`src/rtl/hsec_pkg.sv`:
```
package hsec_pkg;

  function automatic bit is_pow2(int unsigned v);
    return (v != 0) && ((v & (v - 1)) == 0);
  endfunction

  // 1-based codeword position of data bit j (j-th non-power-of-two position)
  function automatic int unsigned data_pos(int unsigned j);
    int unsigned cnt = 0;
    int unsigned pos = 0;
    for (int unsigned p = 1; p < 64; p++) begin
      if (!is_pow2(p)) begin
        if (cnt == j && pos == 0) pos = p;
        cnt++;
      end
    end
    return pos;
  endfunction

  // positions covered by check bit i: those whose index has bit i set
  function automatic logic [63:0] group_mask(int unsigned i);
    logic [63:0] m = '0;
    for (int unsigned p = 1; p < 64; p++) m[p-1] = ((p >> i) & 1) != 0;
    return m;
  endfunction

endpackage

```
`src/rtl/hsec_enc.sv`:
```
module hsec_enc
  import hsec_pkg::*;
#(
  parameter int unsigned CHK_W = 3,
  localparam int unsigned CW = (1 << CHK_W) - 1,
  localparam int unsigned DW = CW - CHK_W
) (
  input  logic [DW-1:0] data_i,
  output logic [CW-1:0] code_o
);

  logic [CW-1:0] spread;

  for (genvar j = 0; j < DW; j++) begin : g_dat
    assign spread[data_pos(j)-1] = data_i[j];
  end

  for (genvar p = 1; p <= CW; p++) begin : g_pos
    if (is_pow2(p)) begin : g_chk
      localparam logic [63:0] MFULL = group_mask($clog2(p));
      assign spread[p-1] = 1'b0;
      assign code_o[p-1] = ^(spread & MFULL[CW-1:0]);
    end else begin : g_pass
      assign code_o[p-1] = spread[p-1];
    end
  end

endmodule

```
`src/rtl/hsec_syn.sv`:
```
module hsec_syn
  import hsec_pkg::*;
#(
  parameter int unsigned CHK_W = 3,
  localparam int unsigned CW = (1 << CHK_W) - 1
) (
  input  logic [CW-1:0]    code_i,
  output logic [CHK_W-1:0] syn_o
);

  for (genvar i = 0; i < CHK_W; i++) begin : g_syn
    localparam logic [63:0] MFULL = group_mask(i);
    assign syn_o[i] = ^(code_i & MFULL[CW-1:0]);
  end

endmodule

```
`src/rtl/hsec_fix.sv`:
```
module hsec_fix
  import hsec_pkg::*;
#(
  parameter int unsigned CHK_W = 3,
  localparam int unsigned CW = (1 << CHK_W) - 1,
  localparam int unsigned DW = CW - CHK_W
) (
  input  logic [CW-1:0]    code_i,
  input  logic [CHK_W-1:0] syn_i,
  output logic [CW-1:0]    code_o,
  output logic [DW-1:0]    data_o
);

  logic [CW-1:0] flip;

  // syndrome names the faulty position directly
  for (genvar p = 1; p <= CW; p++) begin : g_flip
    assign flip[p-1] = (syn_i == CHK_W'(p));
  end

  assign code_o = code_i ^ flip;

  for (genvar j = 0; j < DW; j++) begin : g_dat
    assign data_o[j] = code_o[data_pos(j)-1];
  end

endmodule

```
`src/rtl/hsec_codec.sv`:
```
module hsec_codec #(
  parameter int unsigned CHK_W = 3,
  localparam int unsigned CW = (1 << CHK_W) - 1,
  localparam int unsigned DW = CW - CHK_W
) (
  input  logic             clk_i,
  input  logic             rst_ni,
  input  logic             in_valid_i,
  input  logic [DW-1:0]    enc_data_i,
  input  logic [CW-1:0]    dec_code_i,
  output logic             out_valid_o,
  output logic [CW-1:0]    enc_code_o,
  output logic [CHK_W-1:0] dec_syn_o,
  output logic             dec_err_o,
  output logic [CW-1:0]    dec_code_o,
  output logic [DW-1:0]    dec_data_o
);

  logic [CW-1:0]    enc_code;
  logic [CHK_W-1:0] syn;
  logic [CW-1:0]    fix_code;
  logic [DW-1:0]    fix_data;

  hsec_enc #(.CHK_W(CHK_W)) u_enc (
    .data_i (enc_data_i),
    .code_o (enc_code)
  );

  hsec_syn #(.CHK_W(CHK_W)) u_syn (
    .code_i (dec_code_i),
    .syn_o  (syn)
  );

  hsec_fix #(.CHK_W(CHK_W)) u_fix (
    .code_i (dec_code_i),
    .syn_i  (syn),
    .code_o (fix_code),
    .data_o (fix_data)
  );

  always_ff @(posedge clk_i or negedge rst_ni) begin
    if (!rst_ni) begin
      out_valid_o <= 1'b0;
      enc_code_o  <= '0;
      dec_syn_o   <= '0;
      dec_err_o   <= 1'b0;
      dec_code_o  <= '0;
      dec_data_o  <= '0;
    end else begin
      out_valid_o <= in_valid_i;
      if (in_valid_i) begin
        enc_code_o <= enc_code;
        dec_syn_o  <= syn;
        dec_err_o  <= |syn;
        dec_code_o <= fix_code;
        dec_data_o <= fix_data;
      end
    end
  end

endmodule

```
`config.mk`:
```
export PLATFORM = sky130hd
export DESIGN_NAME = hsec_codec
export DESIGN_NICKNAME = d
export VERILOG_FILES = /design/src/rtl/hsec_pkg.sv /design/src/rtl/hsec_enc.sv /design/src/rtl/hsec_syn.sv /design/src/rtl/hsec_fix.sv /design/src/rtl/hsec_codec.sv
export SDC_FILE = /design/constraint.sdc
export NUM_CORES = 1
export LEC_CHECK = 0
export BUFFER_PORTS_ARGS = -buffer_cell sky130_fd_sc_hd__buf_2
export CAP_MARGIN = 0
export CORE_ASPECT_RATIO = 0.6
export CORE_UTILIZATION = 45
export DETAILED_ROUTE_END_ITERATION = 10
export PLACE_DENSITY = 0.73
export SYNTH_ARGS = -nofsm -noshare
export SYNTH_HDL_FRONTEND = slang
export SYNTH_SLANG_ARGS = --single-unit
```
`constraint.sdc`:
```
create_clock -name clk_i -period 0.8 [get_ports clk_i]
set_clock_uncertainty 0.05 [all_clocks]
set_input_delay 0.16 -clock clk_i [delete_from_list [all_inputs] [get_ports clk_i]]
set_output_delay 0.16 -clock clk_i [all_outputs]
set_load 0.01 [all_outputs]
```
[Yosys cells after proc, flatten, opt, wreduce, memory -nomap -nowiden]
Index checks and enable logic that the tools add are counted.
Widths: inputs -> output; s select.
Cells by class
  shift operators: 0
  reduce and logical (&&, ||, !) cells: 7
  bitwise operators: 1
  div/mod/pow operators: 0
  $lt $le $gt $ge: 0
  add/subtract/negate cells: 0
  mux-type cells: 0
  multipliers: 0
  eq/ne operators: 7
Operators by type and width (number)
  $reduce_xor 7->1: 6
  $eq 3x3->1 const B: 4
  $xor 7x7->7: 1
  $eq 3x2->1 const B: 2
  $eq 3x1->1 const B: 1
  $reduce_or 3->1: 1
Word-level totals
  memories kept: 0
  word-level logic and storage cells: 21
  bits in registers: 23
  memory bits (writable): 0
  latch bits: 0
  ROM bits: 0

[Logic depth before layout (Yosys ltp)]
  word-level depth: 3
  mapped depth: 6
  depth with buffers taken out: 5

[By module]
Synthesis repeated with hierarchy kept, for this count alone.
Second synthesis, totals
  cell total of the unflattened synthesis: 82
  area, all modules: 1168.6 µm²
By module, submodules not included
  hsec_codec: instances 1, cells an instance 49, area an instance 848.3 µm²
  hsec_fix: instances 1, cells an instance 18, area an instance 141.4 µm²
  hsec_enc: instances 1, cells an instance 7, area an instance 101.3 µm²
  hsec_syn: instances 1, cells an instance 8, area an instance 77.6 µm²

[Worst setup path before layout]
OpenSTA, ideal clock, no wires.
  path type: input to register
  from: input port dec_code_i[2]
  to: register dec_code_o[3]
  path buffers: 1
  arrival: 1.237 ns
  setup slack: -0.565 ns
  cell stages on the path: 5
  setup time: 0.077 ns
  path through: buf_4 > or4b_1 > a41oi_1 > a22oi_1 > a21oi_1
On the way
  word-level cells in the longest chain between the ends: 3
  elaborated cells on any way between the ends: 4
Ends and longest elaborated chain
  from (decl): line hsec_codec.sv:10  | input logic [CW-1:0] dec_code_i,
  $reduce_xor 7->1: line hsec_syn.sv:13  | assign syn_o[i] = ^(code_i & MFULL[CW-1:0]);
  $eq 3x3->1 (*): line hsec_fix.sv:18  | assign flip[p-1] = (syn_i == CHK_W'(p));
  $xor 7x7->7 (*): line hsec_fix.sv:21  | assign code_o = code_i ^ flip;
  to (signal assigned): line hsec_codec.sv:55  | dec_code_o <= fix_code;
  to (decl): line hsec_codec.sv:15  | output logic [CW-1:0] dec_code_o,
Every way passes the cells marked *; elsewhere a longest branch is shown, timed or not.
A chain may end at the register's enable or synchronous reset.

[Final worst setup path]
  from: input port dec_code_i[0]
  to: register dec_code_o[3]
On the way
  word-level cells in the longest chain between the ends: 3
Ends and longest elaborated chain (line)
  $reduce_xor 7->1: hsec_syn.sv:13
  $eq 3x3->1: hsec_fix.sv:18
  $xor 7x7->7: hsec_fix.sv:21
No other way between the ends.

==> impl_metrics.xml <==
<?xml version="1.0" encoding="UTF-8"?>
<metrics>
  <group name="status">
    <metric name="run_status" unit="">complete, but fails checks</metric>
    <metric name="failed_checks" unit="">setup timing</metric>
  </group>
  <group name="grt">
    <metric name="pin_count_of_the_biggest_net_entering_global_routing" unit="">20</metric>
    <metric name="antenna_violations_before_repair" unit="">0</metric>
    <metric name="groute.usage.overall" unit="">0.225</metric>
    <metric name="vias_in_the_first_global_route" unit="">812</metric>
    <metric name="grt_overflow_total" unit="">0</metric>
    <metric name="grt_pass1_wl" unit="um">4220</metric>
  </group>
  <group name="synth">
    <metric name="number_of_instances_in_the_synthesized_netlist" unit="">103</metric>
    <metric name="synth_nets" unit="">117</metric>
    <metric name="postSynthRegisterBits" unit="">19</metric>
    <metric name="synth_cell_types" unit="">28</metric>
    <metric name="synth.yosys.warnings" unit="">0</metric>
    <metric name="mappedNetlistArea" unit="sq um">1160</metric>
    <metric name="postSynthAreaPerCell" unit="sq um">11.3</metric>
    <metric name="synth_seq_area_share" unit="">0.409</metric>
  </group>
  <group name="placement">
    <metric name="post-dp-hpwl" unit="um">1870</metric>
    <metric name="placedCellCount" unit="">174</metric>
    <metric name="finalWeightedCongestion" unit="">0.813</metric>
    <metric name="placed_cell_area" unit="sq um">1470</metric>
    <metric name="io_buffers" unit="">36</metric>
  </group>
  <group name="timing">
    <metric name="final.period_utilization" unit="">1.69</metric>
    <metric name="fin_ws" unit="ns">-0.552</metric>
    <metric name="final-hold-violation-count" unit="">0</metric>
    <metric name="worst_margin_slew" unit="ns">0.453</metric>
    <metric name="total_setup_violations_reported_at_the_end_of_the_flow" unit="">41</metric>
    <metric name="timing.final.crit_period" unit="ns">1.35</metric>
    <metric name="tns" unit="ns">-9.73</metric>
    <metric name="timing_max_transition_violations_final" unit="">0</metric>
    <metric name="max_clock_freq" unit="MHz">739</metric>
    <metric name="max-slew-margin-rel" unit="">0.695</metric>
    <metric name="unrepaired_setup_endpoints_after_global_routing" unit="">yes</metric>
  </group>
  <group name="routing">
    <metric name="viasPerCell" unit="">5.73</metric>
    <metric name="route.met2.wl" unit="um">2080</metric>
    <metric name="top_signal_layer_used" unit="">met4</metric>
    <metric name="detail-route-antenna-nets" unit="">0</metric>
    <metric name="drt-pass1-iter-count" unit="">4</metric>
    <metric name="drt_iter0_markers" unit="">56</metric>
    <metric name="routedLengthMet1" unit="um">1810</metric>
    <metric name="amount_of_wire_on_met3_after_detailed_routing" unit="um">341</metric>
    <metric name="vias" unit="">1124</metric>
    <metric name="routed_wire_length_per_instance" unit="um">22.1</metric>
    <metric name="finalWirelength" unit="um">4340</metric>
    <metric name="drt_drc_violations_left" unit="">0</metric>
  </group>
  <group name="clock_network">
    <metric name="number_of_sinks_on_the_clock_net" unit="">19</metric>
    <metric name="cts.path.max_buffers" unit="">2</metric>
    <metric name="clock_tree_from_tritoncts" unit="">done</metric>
    <metric name="ctsHtreeMaxLevel" unit="">1</metric>
    <metric name="clk_transition_reported_paths" unit="ns">0.07</metric>
    <metric name="clock_insertion_delay_worst_skew" unit="ns">0.26</metric>
    <metric name="cts_inserted_buffers" unit="">3</metric>
    <metric name="cts_root_buf" unit="">sky130_fd_sc_hd__clkbuf_8</metric>
  </group>
  <group name="setup_path">
    <metric name="timing.critical_path.arrival" unit="ns">1.45</metric>
    <metric name="regToRegEndpoint" unit="">enc_code_o[4]</metric>
    <metric name="r2r_setup_slack" unit="ns">-0.14</metric>
    <metric name="critical_path.most_common_cell" unit="">sky130_fd_sc_hd__buf_12</metric>
    <metric name="reg2reg_depth" unit="">2</metric>
    <metric name="cp_num_buf_inv" unit="">3</metric>
    <metric name="crit_path_top_delay_cell" unit="">sky130_fd_sc_hd__nor4_1</metric>
    <metric name="path_class" unit="">in -&gt; reg</metric>
    <metric name="r2r_start" unit="">enc_code_o[4]</metric>
    <metric name="crit_chain" unit="">buf_12 &gt; buf_12 &gt; buf_4 &gt; and4b_2 &gt; nor4_1 &gt; nor2_1 &gt; a22oi_2 &gt; a21oi_1</metric>
    <metric name="path_max_fanout" unit="">6</metric>
    <metric name="worst_path_dominant_cell_family" unit="">simple AND/OR/NAND/NOR gates</metric>
    <metric name="cp_slowest_stage_delay" unit="ns">0.35</metric>
    <metric name="crit_path_end_kind" unit="">flop</metric>
    <metric name="startpoint_class" unit="">input pin</metric>
    <metric name="timing.critical_path.required" unit="ns">0.90</metric>
  </group>
  <group name="layout">
    <metric name="filler_cell_count" unit="">85</metric>
    <metric name="post_layout_inst_area" unit="sq um">2050</metric>
    <metric name="layout-drive-gt1-share" unit="">0.681</metric>
    <metric name="area_growth_syn_to_layout" unit="%">76.3</metric>
    <metric name="area.sequential" unit="sq um">475</metric>
    <metric name="num-nets-final" unit="">181</metric>
    <metric name="antenna_cells_inserted" unit="">0</metric>
    <metric name="post_layout_nonfiller_instances" unit="">196</metric>
    <metric name="multi_input_comb_area" unit="sq um">868</metric>
  </group>
  <group name="worst_hold_path">
    <metric name="hold_path.class" unit="">in -&gt; reg</metric>
    <metric name="hold_path_end" unit="">enc_code_o[2]</metric>
    <metric name="worst_hold_startpoint" unit="">enc_data_i[0]</metric>
    <metric name="hold_path_depth" unit="">2</metric>
  </group>
  <group name="floorplan">
    <metric name="placement_rows" unit="">13</metric>
    <metric name="core_area" unit="sq um">2290</metric>
    <metric name="fp.dieArea" unit="sq um">2790</metric>
    <metric name="floorplan.die.width" unit="um">67.6</metric>
    <metric name="floorplan.die.height" unit="um">41.3</metric>
    <metric name="pin_count" unit="">37</metric>
    <metric name="start_util" unit="">0.506</metric>
  </group>
  <group name="power">
    <metric name="p_leak" unit="nW">0.880</metric>
    <metric name="powerDensity" unit="nW/um^2">1850</metric>
    <metric name="irDropWorstVdd" unit="mV">1.66</metric>
  </group>
  <group name="flow_run">
    <metric name="cap_violations" unit="">0</metric>
  </group>
</metrics>
[registers in the layout (all words and copies together), names as in the netlist]
name,count
dec_syn_o,3
out_valid_o,1
dec_err_o,1
dec_code_o,7
enc_code_o,7
[per-stage QoR]
step           hold WS, ns  utilization  power, mW  setup WS (ns)
6_report             0.147        0.893       3.80         -0.552
5_1_grt              0.148        0.893       3.97         -0.552
2_1_floorplan       -0.186            -       1.90         -0.485
3_5_place_dp        0.0699        0.640       2.26         -0.695
3_3_place_gp        0.0593        0.640       2.24         -0.671
4_1_cts              0.131        0.761       3.21         -0.347
[worst max path at each step]
stage                             start            end  cells past startpoint
final                     dec_code_i[0]  dec_code_o[3]                      8
after global routing      dec_code_i[0]  dec_code_o[3]                      8
after CTS                 dec_code_i[2]  dec_code_o[0]                      7
after detailed placement  dec_code_i[4]  dec_code_o[0]                      6
after global placement    dec_code_i[5]  dec_code_o[3]                      7
after floorplan           dec_code_i[2]  dec_code_o[4]                      6
[power by group]
part / internal [mW] / total [mW] / switching, mW
Sequential: 1.11 / 1.23 / 0.116
Combinational: 0.980 / 1.88 / 0.905
Clock: 0.348 / 0.682 / 0.334
[timing repair]
item                                   CTS  global route
hold buffers                             1             0
pin swaps                               13            24
endpoints found under the hold margin   19             0
gates resized for setup                 27            41
buffers inserted                        10             9
setup endpoints to repair               38            60
gates cloned                             0             0
[cells in the final DEF, fill, tap and decap left out, types with 4 or more instances in the layout]
| master | synthesis | routed |
|---|---|---|
| sky130_fd_sc_hd__buf_2 | 1 | 24 |
| sky130_fd_sc_hd__xnor2_1 | 12 | 7 |
| sky130_fd_sc_hd__dfrtp_1 | 19 | 19 |
| sky130_fd_sc_hd__buf_12 | 0 | 7 |
| sky130_fd_sc_hd__xnor2_4 | 2 | 6 |
| sky130_fd_sc_hd__buf_6 | 3 | 15 |
| sky130_fd_sc_hd__mux2_4 | 0 | 4 |
| sky130_fd_sc_hd__a21oi_1 | 11 | 8 |
| sky130_fd_sc_hd__buf_4 | 5 | 23 |
| sky130_fd_sc_hd__nor2_1 | 13 | 12 |
[logic make-up after synthesis]
logic type	Yosys count	synth area share
simple gates	31	0.166
xor+xnor	21	0.220
flops	19	0.409
compound gates	13	0.0614
buf+inv	12	0.0754
mux	7	0.0679
[metal layers]
metal	up-vias	GRT usage
met5	-	0
met4	0	0.0160
li1	483	-
met2	68	0.344
met3	14	0.0571
met1	559	0.332
[synth_stat cells]
cell / number / area [sq um]
sky130_fd_sc_hd__nor2_1: 13 / 48.8
sky130_fd_sc_hd__nor4b_1: 3 / 26.3
sky130_fd_sc_hd__nand3_1: 2 / 10.0
sky130_fd_sc_hd__a21oi_1: 11 / 55.1
sky130_fd_sc_hd__or4b_1: 1 / 10.0
sky130_fd_sc_hd__mux2_2: 3 / 33.8
sky130_fd_sc_hd__and4b_2: 1 / 11.3
sky130_fd_sc_hd__dfrtp_1: 19 / 475
sky130_fd_sc_hd__xor2_1: 4 / 35.0
sky130_fd_sc_hd__nor4_1: 1 / 6.26
sky130_fd_sc_hd__and4bb_2: 1 / 12.5
sky130_fd_sc_hd__nor3_1: 4 / 20.0
sky130_fd_sc_hd__xnor2_4: 2 / 55.1
sky130_fd_sc_hd__nor4bb_1: 1 / 10.0
sky130_fd_sc_hd__buf_6: 3 / 33.8
sky130_fd_sc_hd__nor4b_2: 1 / 15.0
sky130_fd_sc_hd__buf_2: 1 / 5.00
sky130_fd_sc_hd__nand2_1: 1 / 3.75
sky130_fd_sc_hd__a41oi_1: 1 / 8.76
sky130_fd_sc_hd__xor2_4: 1 / 27.5
sky130_fd_sc_hd__and4bb_1: 1 / 12.5
sky130_fd_sc_hd__xnor2_2: 2 / 32.5
sky130_fd_sc_hd__a22oi_1: 1 / 7.51
sky130_fd_sc_hd__buf_4: 5 / 37.5
sky130_fd_sc_hd__mux2_1: 4 / 45.0
sky130_fd_sc_hd__nand4_1: 1 / 6.26
sky130_fd_sc_hd__xnor2_1: 12 / 105
sky130_fd_sc_hd__clkbuf_1: 3 / 11.3
[worst reg2reg max path, stage by stage, from the launching register on]
cell and delay (ns):
sky130_fd_sc_hd__dfrtp_1 0.40, sky130_fd_sc_hd__buf_6 0.12, sky130_fd_sc_hd__mux2_4 0.26
[area by class of cell]
cell class / instances / area share
clock buffers: 3 / 0.0202
flip-flops and latches: 19 / 0.232
clock inverters: 1 / 0.00244
multi-input cells: 72 / 0.424
repair buffers: 71 / 0.303
well taps: 30 / 0.0183
(Power assumes the default switching activity.)
